===== config.mk =====
export PLATFORM = sky130hd
export DESIGN_NAME = segxlat_top
export DESIGN_NICKNAME = d
export VERILOG_FILES = /design/src/rtl/seg_pkg.sv /design/src/rtl/seg_table.sv /design/src/rtl/seg_check.sv /design/src/rtl/segxlat_top.sv
export SDC_FILE = /design/constraint.sdc
export NUM_CORES = 1
export LEC_CHECK = 0
export BUFFER_PORTS_ARGS = -buffer_cell sky130_fd_sc_hd__buf_2
export CAP_MARGIN = 20
export CORE_MARGIN = 1
export CORE_UTILIZATION = 40
export CTS_BUF_LIST = sky130_fd_sc_hd__clkbuf_4 sky130_fd_sc_hd__clkbuf_8 sky130_fd_sc_hd__clkbuf_16
export DETAILED_ROUTE_END_ITERATION = 10
export PLACE_DENSITY_LB_ADDON = 0.3
export SYNTH_ARGS = -nofsm -noshare
export SYNTH_HDL_FRONTEND = slang
export SYNTH_SLANG_ARGS = --single-unit

===== constraint.sdc =====
create_clock -name clk_i -period 3.3 [get_ports clk_i]
set_input_delay 0.495 -clock clk_i [delete_from_list [all_inputs] [get_ports clk_i]]
set_output_delay 0.495 -clock clk_i [all_outputs]
set_load 0.01 [all_outputs]

===== src/rtl/seg_pkg.sv =====
package seg_pkg;
   typedef enum logic [1:0] {
      TRAP_NONE = 2'b00,
      TRAP_SEG  = 2'b01,
      TRAP_LIM  = 2'b10,
      TRAP_PROT = 2'b11
   } trap_e;

   typedef enum logic [1:0] {
      ACC_RD  = 2'b00,
      ACC_WR  = 2'b01,
      ACC_EX  = 2'b10,
      ACC_RSV = 2'b11
   } acc_e;

   localparam int PERM_W  = 3;
   localparam int PERM_RD = 0;
   localparam int PERM_WR = 1;
   localparam int PERM_EX = 2;
endpackage


===== src/rtl/seg_table.sv =====
module seg_table #(
   parameter int SEG_CNT = 16,
   parameter int OFS_W   = 16,
   parameter int BASE_W  = 32,
   localparam int SEG_W  = $clog2(SEG_CNT),
   localparam int LEN_W  = SEG_W + 1
) (
   input  logic                     clk_i,
   input  logic                     rst_ni,
   input  logic                     we_i,
   input  logic                     priv_i,
   input  logic                     sel_len_i,
   input  logic [SEG_W-1:0]         idx_i,
   input  logic [BASE_W-1:0]        base_i,
   input  logic [OFS_W-1:0]         lim_i,
   input  logic [seg_pkg::PERM_W-1:0] perm_i,
   input  logic [LEN_W-1:0]         len_i,
   input  logic [SEG_W-1:0]         rd_idx_i,
   output logic [BASE_W-1:0]        rd_base_o,
   output logic [OFS_W-1:0]         rd_lim_o,
   output logic [seg_pkg::PERM_W-1:0] rd_perm_o,
   output logic [LEN_W-1:0]         len_o,
   output logic                     err_o
);
   logic [BASE_W-1:0]          base_a [SEG_CNT];
   logic [OFS_W-1:0]           lim_a  [SEG_CNT];
   logic [seg_pkg::PERM_W-1:0] perm_a [SEG_CNT];
   logic [LEN_W-1:0]           len_q;
   logic                       err_q;
   logic                       wr_ok, wr_bad;

   assign wr_ok  = we_i &&  priv_i;
   assign wr_bad = we_i && !priv_i;

   for (genvar i = 0; i < SEG_CNT; i++) begin : g_ent
      always_ff @(posedge clk_i or negedge rst_ni) begin
         if (!rst_ni) begin
            base_a[i] <= '0;
            lim_a[i]  <= '0;
            perm_a[i] <= '0;
         end else if (wr_ok && !sel_len_i && (idx_i == SEG_W'(i))) begin
            base_a[i] <= base_i;
            lim_a[i]  <= lim_i;
            perm_a[i] <= perm_i;
         end
      end
   end

   always_ff @(posedge clk_i or negedge rst_ni) begin
      if (!rst_ni) begin
         len_q <= '0;
         err_q <= 1'b0;
      end else begin
         if (wr_ok && sel_len_i) len_q <= len_i;
         if (wr_bad)             err_q <= 1'b1;
      end
   end

   assign rd_base_o = base_a[rd_idx_i];
   assign rd_lim_o  = lim_a[rd_idx_i];
   assign rd_perm_o = perm_a[rd_idx_i];
   assign len_o     = len_q;
   assign err_o     = err_q;


   err_set_chk: assert property (@(posedge clk_i) disable iff (!rst_ni)
      wr_bad |=> err_o);

   err_hold_chk: assert property (@(posedge clk_i) disable iff (!rst_ni)
      err_o |=> err_o);

   len_keep_chk: assert property (@(posedge clk_i) disable iff (!rst_ni)
      (wr_bad || !we_i) |=> $stable(len_o));

   len_load_chk: assert property (@(posedge clk_i) disable iff (!rst_ni)
      (wr_ok && sel_len_i) |=> (len_o == $past(len_i)));
endmodule


===== src/rtl/seg_check.sv =====
module seg_check #(
   parameter int SEG_CNT = 16,
   parameter int OFS_W   = 16,
   parameter int BASE_W  = 32,
   localparam int SEG_W  = $clog2(SEG_CNT),
   localparam int LEN_W  = SEG_W + 1
) (
   input  logic [SEG_W-1:0]           seg_i,
   input  logic [OFS_W-1:0]           ofs_i,
   input  logic [1:0]                 acc_i,
   input  logic [LEN_W-1:0]           len_i,
   input  logic [BASE_W-1:0]          base_i,
   input  logic [OFS_W-1:0]           lim_i,
   input  logic [seg_pkg::PERM_W-1:0] perm_i,
   output seg_pkg::trap_e             trap_o,
   output logic [BASE_W-1:0]          addr_o
);
   import seg_pkg::*;

   logic seg_bad, lim_bad, acc_ok;

   assign seg_bad = ({1'b0, seg_i} >= len_i);
   assign lim_bad = (ofs_i >= lim_i);

   always_comb begin
      unique case (acc_e'(acc_i))
         ACC_RD:  acc_ok = perm_i[PERM_RD];
         ACC_WR:  acc_ok = perm_i[PERM_WR];
         ACC_EX:  acc_ok = perm_i[PERM_EX];
         default: acc_ok = 1'b0;
      endcase
   end

   always_comb begin
      if (seg_bad)      trap_o = TRAP_SEG;
      else if (lim_bad) trap_o = TRAP_LIM;
      else if (!acc_ok) trap_o = TRAP_PROT;
      else              trap_o = TRAP_NONE;
   end

   assign addr_o = (trap_o == TRAP_NONE) ? (base_i + BASE_W'(ofs_i)) : '0;
endmodule


===== src/rtl/segxlat_top.sv =====
module segxlat_top #(
   parameter int SEG_CNT = 16,
   parameter int OFS_W   = 16,
   parameter int BASE_W  = 32,
   localparam int SEG_W  = $clog2(SEG_CNT),
   localparam int LEN_W  = SEG_W + 1
) (
   input  logic              clk_i,
   input  logic              rst_ni,
   input  logic              cfg_we_i,
   input  logic              cfg_priv_i,
   input  logic              cfg_sel_len_i,
   input  logic [SEG_W-1:0]  cfg_idx_i,
   input  logic [BASE_W-1:0] cfg_base_i,
   input  logic [OFS_W-1:0]  cfg_lim_i,
   input  logic [2:0]        cfg_perm_i,
   input  logic [LEN_W-1:0]  cfg_len_i,
   output logic              cfg_err_o,
   input  logic              req_valid_i,
   input  logic [SEG_W-1:0]  req_seg_i,
   input  logic [OFS_W-1:0]  req_ofs_i,
   input  logic [1:0]        req_acc_i,
   output logic              rsp_valid_o,
   output logic [BASE_W-1:0] rsp_addr_o,
   output logic [1:0]        rsp_trap_o
);
   import seg_pkg::*;

   if (SEG_CNT < 2 || (SEG_CNT & (SEG_CNT - 1)) != 0) begin : g_bad_cnt
      $error("SEG_CNT must be a power of two, at least 2");
   end
   if (OFS_W < 1 || OFS_W > BASE_W) begin : g_bad_ofs
      $error("OFS_W must lie in 1..BASE_W");
   end

   logic [BASE_W-1:0]  ent_base;
   logic [OFS_W-1:0]   ent_lim;
   logic [PERM_W-1:0]  ent_perm;
   logic [LEN_W-1:0]   tbl_len;
   trap_e              chk_trap;
   logic [BASE_W-1:0]  chk_addr;

   seg_table #(.SEG_CNT(SEG_CNT), .OFS_W(OFS_W), .BASE_W(BASE_W)) u_tbl (
      .clk_i    (clk_i),
      .rst_ni   (rst_ni),
      .we_i     (cfg_we_i),
      .priv_i   (cfg_priv_i),
      .sel_len_i(cfg_sel_len_i),
      .idx_i    (cfg_idx_i),
      .base_i   (cfg_base_i),
      .lim_i    (cfg_lim_i),
      .perm_i   (cfg_perm_i),
      .len_i    (cfg_len_i),
      .rd_idx_i (req_seg_i),
      .rd_base_o(ent_base),
      .rd_lim_o (ent_lim),
      .rd_perm_o(ent_perm),
      .len_o    (tbl_len),
      .err_o    (cfg_err_o)
   );

   seg_check #(.SEG_CNT(SEG_CNT), .OFS_W(OFS_W), .BASE_W(BASE_W)) u_chk (
      .seg_i (req_seg_i),
      .ofs_i (req_ofs_i),
      .acc_i (req_acc_i),
      .len_i (tbl_len),
      .base_i(ent_base),
      .lim_i (ent_lim),
      .perm_i(ent_perm),
      .trap_o(chk_trap),
      .addr_o(chk_addr)
   );

   always_ff @(posedge clk_i or negedge rst_ni) begin
      if (!rst_ni) begin
         rsp_valid_o <= 1'b0;
         rsp_addr_o  <= '0;
         rsp_trap_o  <= TRAP_NONE;
      end else begin
         rsp_valid_o <= req_valid_i;
         if (req_valid_i) begin
            rsp_addr_o <= chk_addr;
            rsp_trap_o <= chk_trap;
         end
      end
   end


   valid_lat_chk: assert property (@(posedge clk_i) disable iff (!rst_ni)
      req_valid_i |=> rsp_valid_o);

   idle_lat_chk: assert property (@(posedge clk_i) disable iff (!rst_ni)
      !req_valid_i |=> !rsp_valid_o);

   seg_range_chk: assert property (@(posedge clk_i) disable iff (!rst_ni)
      (req_valid_i && ({1'b0, req_seg_i} >= tbl_len)) |=> (rsp_trap_o == 2'b01));

   trap_zero_chk: assert property (@(posedge clk_i) disable iff (!rst_ni)
      (rsp_valid_o && rsp_trap_o != 2'b00) |-> (rsp_addr_o == '0));
endmodule


==> impl_results.md, run 1 <==
- Outcome: finished, violations left
- Failing checks: setup timing
- Adder-cell share of the synthesized area: roughly 1.2%
- Final Total Pwr: 27.5 mW
- CTS tree: done
- Seq cells post-synth: 857
- Reg2reg start: u_tbl.base_a[128]
- Seq pwr share: 45.7%
- Placer Congestion: 0.830
- Core area: 98,400 um^2
- Sw power: 6.89 mW
- Yosys warns: 0
- Async S/R FF share, synth: between 90% and 100%
- CTS Buffer Depth: 3
- Critical Path RT: 3.82 ns
- Crit-path max FO: 6
- DP Wirelength: 65.2 mm
- Antenna-violating nets left: 0
- Num CTS Buffers: 91
- Routed len/inst: 26.7 um
- Vias in the first global route: 25,800
- Crit share post-route: 113%
- Port Buffers: ~120
- Final std cells w/o fill: 4,106
- DP Worst Slack: -1.16 ns
- Synthesized net count: between 2,000 and 3,000
- Die area: between 100,000 and 150,000 um^2
- Leak pwr: ~22 nW
- Mux cell area share after synthesis: 37.0%
- Logic pwr share: 16.1%
- Int Power: ~21 mW
- First-pass GRT wire length: 166 mm
- Commonest non-fill, non-tap cell in the layout: dfrtp_1
- Placed Cells: ~3,900
- Hold path cells: 2
- Post-Synth Simple-Gate Area: 1.70%
- Routed Wire Length: 109 mm
- Initial antenna violation count: 14
- DRC: 0
- Max Used Layer: met5
- 1st-iter DRT viols: 1,451
- Post-synthesis compound-gate area fraction: roughly 2.3%
- CP arrival: 4.23 ns
- Chip width: 317 um
- R2R Path End: rsp_addr_o[22]
- Worst reg2reg setup slack: -0.42 ns
- H-tree levels: 3
- Layout Utilization: 47.8%
- Die Y: approximately 320 um
- Fin nets: roughly 2,900
- Commonest register cell after synthesis: dfrtp_1
- Syn Inst Count: 2,522
- Fill cells: 8,339
- Max transition margin: 42.7%
- DR WL met3: 6.12 mm
- Final worst slack: -0.416 ns
- TritonRoute pass-1 iters: 6
- Switching Fraction: around 25%
- Clock-pin slew on the worst setup and hold paths: 0.06 ns
- Clk_skew: 0.0210 ns
- Max-cap check violation count: 0
- Vias per cell: 5.76
- Sequential area share after synthesis: 54.0%
- Clock network power share: around two fifths
- Largest family of logic cells by synthesized area: multiplexers
- DR vias: roughly 24,000
- GR Overflow Total: 0
- Fmax: 269 MHz
- Commonest cells after routing, fill and taps aside: 857 x dfrtp_1, 821 x mux2_2, 206 x mux4_2
- Hold Fails Final Rpt: 0
- Global Route Usage Sum: 22.2%
- Sink Count: 857
- Io pins: 124
- Setup_tns: -5.02 ns
- Met2 WL: 52.9 mm
- Hold_sp: cfg_len_i[2]
- Crit. End Element: flip-flop
- Initial Util: 40.3%
- Number of flops mapped to enable cells by yosys: 0
- Site Rows: 115
- Share of layout cells above drive strength 1: 57.1%
- Tmin final: 3.72 ns
- # setup viols final: 27
- Cell area after placement: 43,200 um^2
- Syn Std Cell Area: between 30,000 and 40,000 um^2
- Largest net degree at the start of global routing: 96
- Clock latency at the later pin of the worst-skew pair: 0.66 ns
- Reg2reg path depth: 12
- Xor and xnor fraction of the mapped netlist area: less than 1%
- Synth cell types: 65
- P per Cell Area: 585 nW/um^2
- CP Launch Type: flip-flop
- Clock root buffer: clkbuf_16
- Mean Syn Cell Area: 15.7 um^2
- Layout Area Growth over Synthesis: 18.4%
- Critical Setup Path Class: flip-flop to flip-flop
- Hold Slack: ~0.077 ns
- Hold Crit Endpoint: u_tbl.len_o[2]
- Min-Delay Path Class: primary input to flip-flop
- DRT met1 WL: 47.9 mm
- Non-Filler Cell Area, Final: 47,000 um^2
- Final slew viol count: 0
- Peak VDD IR: about 470 uV
- Worst-margin pin slew: 0.859 ns
- RSZ-0062 raised after global routing: true
[synthesized netlist by cell type (5+ instances only)]
cell type	instances	area, um^2
nor2_1	32	120
nand2_1	45	169
a22oi_1	27	203
xnor2_1	11	96.3
buf_8	5	75.1
mux4_2	203	4570
o22ai_1	37	231
buf_4	7	52.6
nor3_1	5	25.0
nand2b_1	6	37.5
a21oi_1	16	80.1
mux2i_1	8	80.1
mux4_1	31	815
ha_1	36	450
buf_2	25	125
buf_6	10	113
nand4_1	10	62.6
buf_1	38	143
nor2b_1	8	50.1
dfrtp_1	857	21400
mux2_2	821	9250
xor2_1	18	158
inv_1	62	233
a21o_1	10	75.1
nand3_1	9	45.0
o21ai_0	10	50.1
clkbuf_1	119	447
[power groups by stage]
| stage | Combinational (mW) | Sequential (mW) | Clock (mW) |
|---|---|---|---|
| floorplan | 2.89 | 12.5 | 0 |
| global placement | 4.06 | 12.6 | 0 |
| detailed placement | 4.24 | 12.7 | 0 |
| CTS | 4.41 | 12.6 | 10.7 |
| global route | 4.79 | 12.7 | 11.2 |
| finish | 4.44 | 12.6 | 10.5 |
[per-layer routing]
| metal | vias to the layer above | track usage (%) |
|---|---|---|
| met5 | - | 0 |
| met4 | 22 | 5.95 |
| met3 | 164 | 4.21 |
| met2 | 591 | 35.9 |
| met1 | 13000 | 30.7 |
| li1 | 9900 | - |
[area by class of cell]
type	count	area, um^2	area share (%)
Tap cell	1287	1610	3.42
Inverter	62	233	0.495
Clock buffer	133	2770	5.89
Multi-Input combinational cell	1396	17600	37.4
Clock inverter	37	359	0.764
Antenna cell	3	7.51	0.0160
Timing Repair Buffer	331	3030	6.45
Sequential cell	857	21400	45.6
[sequential cells by signal, summed over array words and instances (netlist names)]
signal,flops
rsp_addr_o,32
rsp_trap_o,2
rsp_valid_o,1
u_tbl.base_a,512
u_tbl.err_o,1
u_tbl.len_o,5
u_tbl.lim_a,256
u_tbl.perm_a,48
[timing repair]
item,in CTS,in global routing
hold buffers,1,0
pin swaps,17,15
endpoints found under the setup margin,33,33
gates resized for setup,56,18
hold endpoints to repair,53,0
gates cloned,6,2
buffers inserted,11,9
[cell families after synthesis]
logic type	Yosys count
muxes	1063
DFF	857
buffers and inverters	269
and+or+nand+nor	136
AOI/OAI and AO/OA	131
adders and majority gates	37
xor gates and xnor gates	29
[worst max-delay path, stage by stage, from the launching register on]
cell and delay [ns]:
dfrtp_1 0.40, mux4_2 0.46, mux4_2 0.50, ha_4 0.19, fa_2 0.37, a21o_1 0.19
a22oi_2 0.30, a32oi_2 0.16, a311o_2 0.44, and2_4 0.22, nand3b_1 0.11, xor2_1 0.15
o22ai_1 0.09
[worst max-delay path by stage]
stage / start / to
4_1_cts: u_tbl.base_a[128] / rsp_addr_o[22]
3_5_place_dp: req_seg_i[0] / rsp_addr_o[22]
2_1_floorplan: req_seg_i[0] / rsp_addr_o[22]
5_1_grt: u_tbl.base_a[128] / rsp_addr_o[8]
6_report: u_tbl.base_a[128] / rsp_addr_o[22]
3_3_place_gp: req_seg_i[0] / rsp_addr_o[26]
Note: power is estimated with default switching activity, not from simulation.
==> run 2, diff against run 1 <==
--- a/config.mk
+++ b/config.mk
@@ -9,7 +9,7 @@
 export CAP_MARGIN = 20
 export CORE_MARGIN = 1
 export CORE_UTILIZATION = 40
-export CTS_BUF_LIST = sky130_fd_sc_hd__clkbuf_4 sky130_fd_sc_hd__clkbuf_8 sky130_fd_sc_hd__clkbuf_16
+export CTS_BUF_LIST = sky130_fd_sc_hd__clkbuf_2
 export DETAILED_ROUTE_END_ITERATION = 10
 export PLACE_DENSITY_LB_ADDON = 0.3
 export SYNTH_ARGS = -nofsm -noshare
==> impl_results.md, run 2 (synthesis gave the netlist of run 1 again) <==
- Outcome: finished, violations left
- Failing checks: setup timing
- Share of layout cells above drive strength 1: 54.9% (-2.1 points)
- Hold Fails Final Rpt: 0 (unchanged)
- H-tree levels: 4 (+1)
- CP max-delay cell: mux4_2
- Crit-path max FO: 6 (unchanged)
- Vias in the first global route: 27,300 (+6.2%)
- Layout Utilization: 48.0% (+0.19 points)
- Tmin final: 3.67 ns (-0.0466 ns)
- CTS tree: done
- Reg2reg path depth: 12 (unchanged)
- DRC: 0 (unchanged)
- Routed Wire Length: 111 mm (+1.4%)
- CP Launch Type: flip-flop
- Clock root buffer: clkbuf_2
- Final slew viol count: 0 (unchanged)
- Commonest non-fill, non-tap cell in the layout: dfrtp_1
- Chip width: 317 um (unchanged)
- P per Cell Area: 511 nW/um^2 (-13%)
- CP arrival: 5.02 ns (+0.79 ns)
- Largest net degree at the start of global routing: 96 (unchanged)
- Max-cap check violation count: 0 (unchanged)
- TritonRoute pass-1 iters: 5 (-1)
- Critical Setup Path Class: flip-flop to flip-flop
- CP max stage delay: 0.50 ns (about the same)
- Initial antenna violation count: 12 (-2)
- Placer Congestion: 0.830 (unchanged)
- Io pins: 124 (unchanged)
- Hold path cells: 6 (+4)
- Die Y: 317 um (unchanged)
- First-pass GRT wire length: 169 mm (+1.6%)
- Fin nets: 3,140 (+9.6%)
- Final worst slack: -0.370 ns (+0.0466 ns)
- Critical Path Most Common Cell: mux4_2
- Fmax: 272 MHz (+1.3%)
- Initial Util: 40.3% (unchanged)
- CTS Buffer Depth: 3 (unchanged)
- Setup_tns: -3.65 ns (+1.37 ns)
- Core area: 98,400 um^2 (unchanged)
- Num CTS Buffers: 214 (+140%)
- 1st-iter DRT viols: 1,574 (+8.5%)
- Top flop regs: u_tbl.base_a: 512 flops, u_tbl.lim_a: 256 flops, u_tbl.perm_a: 48 flops
- RSZ-0062 raised after global routing: true
- Antenna-violating nets left: 0 (unchanged)
- Critical Path RT: 4.65 ns (+0.83 ns)
- GR Overflow Total: 0 (unchanged)
- Min-Delay Path Class: primary input to flip-flop
- Global Route Usage Sum: 22.6% (+0.45 points)
- DR vias: 24,800 (+4.8%)
- Layout Area Growth over Synthesis: 18.9%
- Max transition margin: 23.4% (-19 points)
- Clk_skew: 0.132 ns (+0.111 ns)
- # setup viols final: 21 (-22%)
- Crit. End Element: flip-flop
- Largest Register: u_tbl.base_a
- Crit-path cells: mux4_2 > mux4_2 > ha_4 > fa_2 > a21o_1 > a22oi_2 > a32oi_2 > a311o_2 > and2_4 > nand3b_1 > xor2_1 > o22ai_1
- Clock-pin slew on the worst setup and hold paths: 0.10 ns (+0.04 ns)
- Port Buffers: 123 (unchanged)
- Leak pwr: 22.4 nW (+1.9%)
- Worst-margin pin slew: 1.15 ns (+0.286 ns)
- Site Rows: 115 (unchanged)
- Max reg flops: 512 (unchanged)
- Commonest cells after routing, fill and taps aside: 857 x dfrtp_1, 821 x mux2_2, 301 x clkbuf_2
- Crit share post-route: 111% (-1.4 points)
- Vias per cell: 5.55 (-3.5%)
- Routed len/inst: 24.9 um (-6.6%)
- Sink Count: 857 (unchanged)
- DP Worst Slack: -1.16 ns (unchanged)
- Die area: 101,000 um^2 (unchanged)
- Clock latency at the later pin of the worst-skew pair: 1.55 ns (+0.89 ns)
- DP Wirelength: 65.2 mm (unchanged)
- Peak VDD IR: 267 uV (-44%)
==> run 2: area by class of cell <==
class                           instances  area (um^2)
Antenna cell                            6         15.0
Tap cell                             1287         1610
Inverter                               62          233
Sequential cell                       857        21400
Multi-Input combinational cell       1396        17600
Fill cell                            8555        51200
Clock buffer                          301         1510
Clock inverter                         69          375
Timing Repair Buffer                  484         4410
==> run 2: layer usage <==
layer  share of wire [%]  vias to the layer above  GRT usage [%]  wire [um]
li1                    -                    10600              -          -
met1                  43                    13300           30.2      48100
met2                  48                      693           35.9      53200
met5               0.062                        -              0         69
met3                 5.8                      204           5.49       6410
met4                 3.0                       14           8.53       3280
==> run 2: where the power goes <==
part / leakage [nW] / internal [mW] / switching (mW)
Clock: 1.42 / 2.61 / 4.40
Combinational: 9.63 / 2.64 / 1.94
Sequential: 11.4 / 11.9 / 0.689
==> run 2: critical path, delay by kind of cell, from the launching register on <==
family | cells | cell delay, ns
AO/OA/AOI/OAI | 5 | 1.20
XOR/XNOR | 1 | 0.17
adder cells (fa/ha/maj) | 2 | 0.56
flip-flops | 1 | 0.38
multiplexers | 2 | 0.98
AND/OR/NAND/NOR | 2 | 0.31
==> run 2: stage by stage <==
stage	hold slack [ns]	power [mW]	cell area, um^2	std cells
floorplan	0.199	15.4	40100	2522
global placement	0.433	16.7	43200	3906
detailed placement	0.464	17.0	43200	3906
CTS	0.00121	24.4	47100	4450
global route	0.0800	25.5	47200	4461
finish	0.168	24.1	47200	4462
==> run 2: what timing repair did <==
| item | 4_1_cts | 5_1_grt |
|---|---|---|
| resized for setup | 40 | 11 |
| endpoints found under the hold margin | 1714 | 0 |
| setup endpoints to repair | 32 | 32 |
| buffers inserted | 6 | 7 |
| hold buffers | 168 | 0 |
| cloned | 1 | 0 |
| pin swaps | 12 | 16 |
==> run 2: worst paths after layout <==
check,startpoint,to,slack (ns)
worst max-delay path,u_tbl.base_a[384],rsp_addr_o[22],-0.37
worst min-delay path,req_seg_i[2],rsp_addr_o[1],0.17
worst max register to register,u_tbl.base_a[384],rsp_addr_o[22],-0.37
worst min register to register,u_tbl.lim_a[101],u_tbl.lim_a[101],0.50
max in group asynchronous,rst_ni,u_tbl.base_a[481],2.07
min in group asynchronous,rst_ni,u_tbl.lim_a[114],0.33
==> run 3, diff against run 2 <==
--- a/config.mk
+++ b/config.mk
@@ -14,4 +14,5 @@
 export PLACE_DENSITY_LB_ADDON = 0.3
 export SYNTH_ARGS = -nofsm -noshare
 export SYNTH_HDL_FRONTEND = slang
+export SYNTH_HIERARCHICAL = 1
 export SYNTH_SLANG_ARGS = --single-unit
==> impl_results.md, run 3 <==
- Outcome: finished, violations left
- Failing checks: setup timing
- Yosys warns: 6 (+6)
- Clock-pin slew on the worst setup and hold paths: 0.10 ns (about the same)
- Final worst slack: -0.0936 ns (+0.276 ns)
- Initial Util: 40.5% (+0.18 points)
- Port Buffers: 123 (unchanged)
- Peak VDD IR: 298 uV (+12%)
- RSZ-0062 raised after global routing: true
- DRC: 0 (unchanged)
- Post-synth top area share: 53.5% (-0.47 points)
- Fill cells: 8,408 (-1.7%)
- Async S/R FF share, synth: 100% (unchanged)
- Share of layout cells above drive strength 1: 53.9% (-1.0 points)
- Min-Delay Path Class: primary input to asynchronous set/reset pin
- Number of flops mapped to enable cells by yosys: 0 (unchanged)
- P per Cell Area: 513 nW/um^2 (+0.45%)
- Crit-path cells: mux4_2 > a22oi_2 > nand2_1 > ha_2 > fa_2 > a21oi_2 > o211ai_2 > a31o_4 > a221oi_4 > buf_6 > or4_4 > a21oi_2 > mux2_4
- Setup_tns: -0.244 ns (+3.41 ns)
- Worst-margin pin slew: 1.16 ns (+0.00979 ns)
- Clock latency at the later pin of the worst-skew pair: 1.55 ns (about the same)
- First-pass GRT wire length: 175 mm (+3.7%)
- CP Launch Type: flip-flop
- Fmax: 295 MHz (+8.1%)
- Max-cap check violation count: 0 (unchanged)
- DR vias: 25,700 (+3.8%)
- Layout Area Growth over Synthesis: 18.8% (about the same)
- Largest net degree at the start of global routing: 86 (-10%)
- CP max stage delay: 0.49 ns (about the same)
- Tmin final: 3.39 ns (-0.276 ns)
- Sink Count: 857 (unchanged)
- Final slew viol count: 0 (unchanged)
- Synth cell types: 72 (+11%)
- Vias in the first global route: 28,300 (+3.7%)
- Kind of cell adding the most delay to the critical path: compound AO/OA/AOI/OAI gates
- CP arrival: 4.79 ns (-0.23 ns)
- Site Rows: 115 (unchanged)
- Die area: 101,000 um^2 (+0.88%)
- Clk_skew: 0.147 ns (+0.0152 ns)
- Top flop regs: u_tbl/base_a: 512 flops, u_tbl/lim_a: 256 flops, u_tbl/perm_a: 48 flops
- Clock root buffer: clkbuf_2
- GR Overflow Total: 0 (unchanged)
- Largest area contributor in the netlist: dfrtp_1
- 1st-iter DRT viols: 1,709 (+8.6%)
- Most common cell in the netlist: dfrtp_1
- Fin nets: 3,229 (+2.8%)
- Mean Syn Cell Area: 15.5 um^2 (-1.8%)
- WP buf/inv: 1 (+1)
- Register area: 21,400 um^2 (unchanged)
- DP Wirelength: 68.5 mm (+5.0%)
- H-tree levels: 4 (unchanged)
- Num CTS Buffers: 220 (+2.8%)
- Max reg flops: 512 (unchanged)
- Antenna-violating nets left: 0 (unchanged)
- Core area: 98,900 um^2 (+0.44%)
- Hold Fails Final Rpt: 0 (unchanged)
- Synthesized net count: 2,717 (+2.6%)
- Worst reg2reg setup slack: -0.09 ns (+0.28 ns)
- Chip width: 318 um (+0.44%)
- Top cells by area, synth: dfrtp_1 54%, mux2_2 22%, mux4_2 11%
- Largest Register: u_tbl/base_a
- CP max-delay cell: mux4_2
- Sequential area share after synthesis: 53.5% (-0.47 points)
- Placer Congestion: 0.849 (+2.4%)
- Die Y: 318 um (+0.44%)
- Critical Path Most Common Cell: a21oi_2
- Multi-input gate area: 17,700 um^2 (+0.43%)
- Syn Std Cell Area: 40,100 um^2 (+0.89%)
- CTS tree: done
- Syn Inst Count: 2,592 (+2.8%)
- Commonest cells after routing, fill and taps aside: 857 x dfrtp_1, 777 x mux2_2, 310 x clkbuf_2
- Leak pwr: 22.7 nW (+1.2%)
- Global Route Usage Sum: 23.0% (+0.31 points)
- Vias per cell: 5.64 (+1.6%)
- Initial antenna violation count: 7 (-5)
- Commonest non-fill, non-tap cell in the layout: dfrtp_1
- Crit share post-route: 103% (-8.4 points)
- Crit-path max FO: 7 (+1)
- CTS Buffer Depth: 3 (unchanged)
- Critical Setup Path Class: flip-flop to flip-flop
- # setup viols final: 5 (-76%)
- Hold Slack: 0.301 ns (+0.133 ns)
- TritonRoute pass-1 iters: 7 (+2)
- Critical Path RT: 4.70 ns (+0.05 ns)
- Io pins: 124 (unchanged)
- Crit. End Element: flip-flop
- Max transition margin: 22.7% (-0.65 points)
- Commonest cells post-synth: 857 x dfrtp_1, 777 x mux2_2, 204 x mux4_2
- Layout Utilization: 48.2% (+0.19 points)
- Seq cells post-synth: 857 (unchanged)
- Routed Wire Length: 114 mm (+3.0%)
- Routed len/inst: 25.1 um (+0.77%)
- Final Total Pwr: 24.4 mW (+1.3%)
- Commonest register cell after synthesis: dfrtp_1
run 3: cell type report:
cell class	count	share of cell area, %
clock buffers	310	3.26
well taps	1287	3.38
flip-flops and latches	857	45.0
inverters	30	0.237
repair buffers	508	9.83
clock inverters	73	1.05
diodes	8	0.0420
multi-input cells	1487	37.2
run 3: repair_timing:
action	in CTS	in global routing
pin swaps	6	18
hold buffers	166	0
setup endpoints to repair	26	32
endpoints found under the hold margin	1714	0
resized for setup	11	28
setup buffers	3	4
run 3: worst paths after layout:
path | from | depth (start not counted) | end
worst max-delay path | u_tbl/base_a[128] | 13 | rsp_addr_o[28]
worst min-delay path | rst_ni | 4 | u_tbl/lim_a[113]
worst max register to register | u_tbl/base_a[128] | 13 | rsp_addr_o[28]
worst min register to register | u_tbl/base_a[356] | 1 | u_tbl/base_a[356]
max in group asynchronous | rst_ni | 6 | u_tbl/base_a[361]
min in group clk_i | req_seg_i[1] | 8 | rsp_addr_o[0]
run 3: logic make-up after synthesis:
logic type / count (synthesis) / synth area share, %
mux: 1063 / 35.9
simple gates: 182 / 2.54
fa+ha+maj: 37 / 1.17
xor+xnor: 11 / 0.240
buf+inv: 248 / 3.06
flops: 857 / 53.5
compound gates: 194 / 3.57
run 3: layer usage:
layer | GRT usage [%] | part of all wire, % | vias up
li1 | - | - | 10900
met5 | 0 | 0.040 | -
met4 | 7.46 | 2.2 | 8
met3 | 4.92 | 6.0 | 185
met2 | 35.7 | 47 | 798
met1 | 32.0 | 45 | 13800
run 3: worst min-delay path, stage by stage:
cell and delay [ns]:
dlygate4sd3_1 0.52, dlygate4sd3_1 0.58, buf_8 0.29, buf_4 0.25
run 3: metrics by stage:
| step | cell area [um^2] | instances | setup WS, ns |
|---|---|---|---|
| finish | 47600 | 4560 | -0.0936 |
| global route | 47600 | 4555 | -0.200 |
| CTS | 47400 | 4548 | -0.0430 |
| detailed placement | 43600 | 3997 | -0.928 |
| global placement | 43600 | 3997 | -0.992 |
| floorplan | 40200 | 2592 | -0.258 |
run 3: report_power, final:
group          internal, mW  switching (mW)
logic                  2.48            1.92
clock network          3.10            4.41
registers              11.8           0.686
total                  17.4            7.02
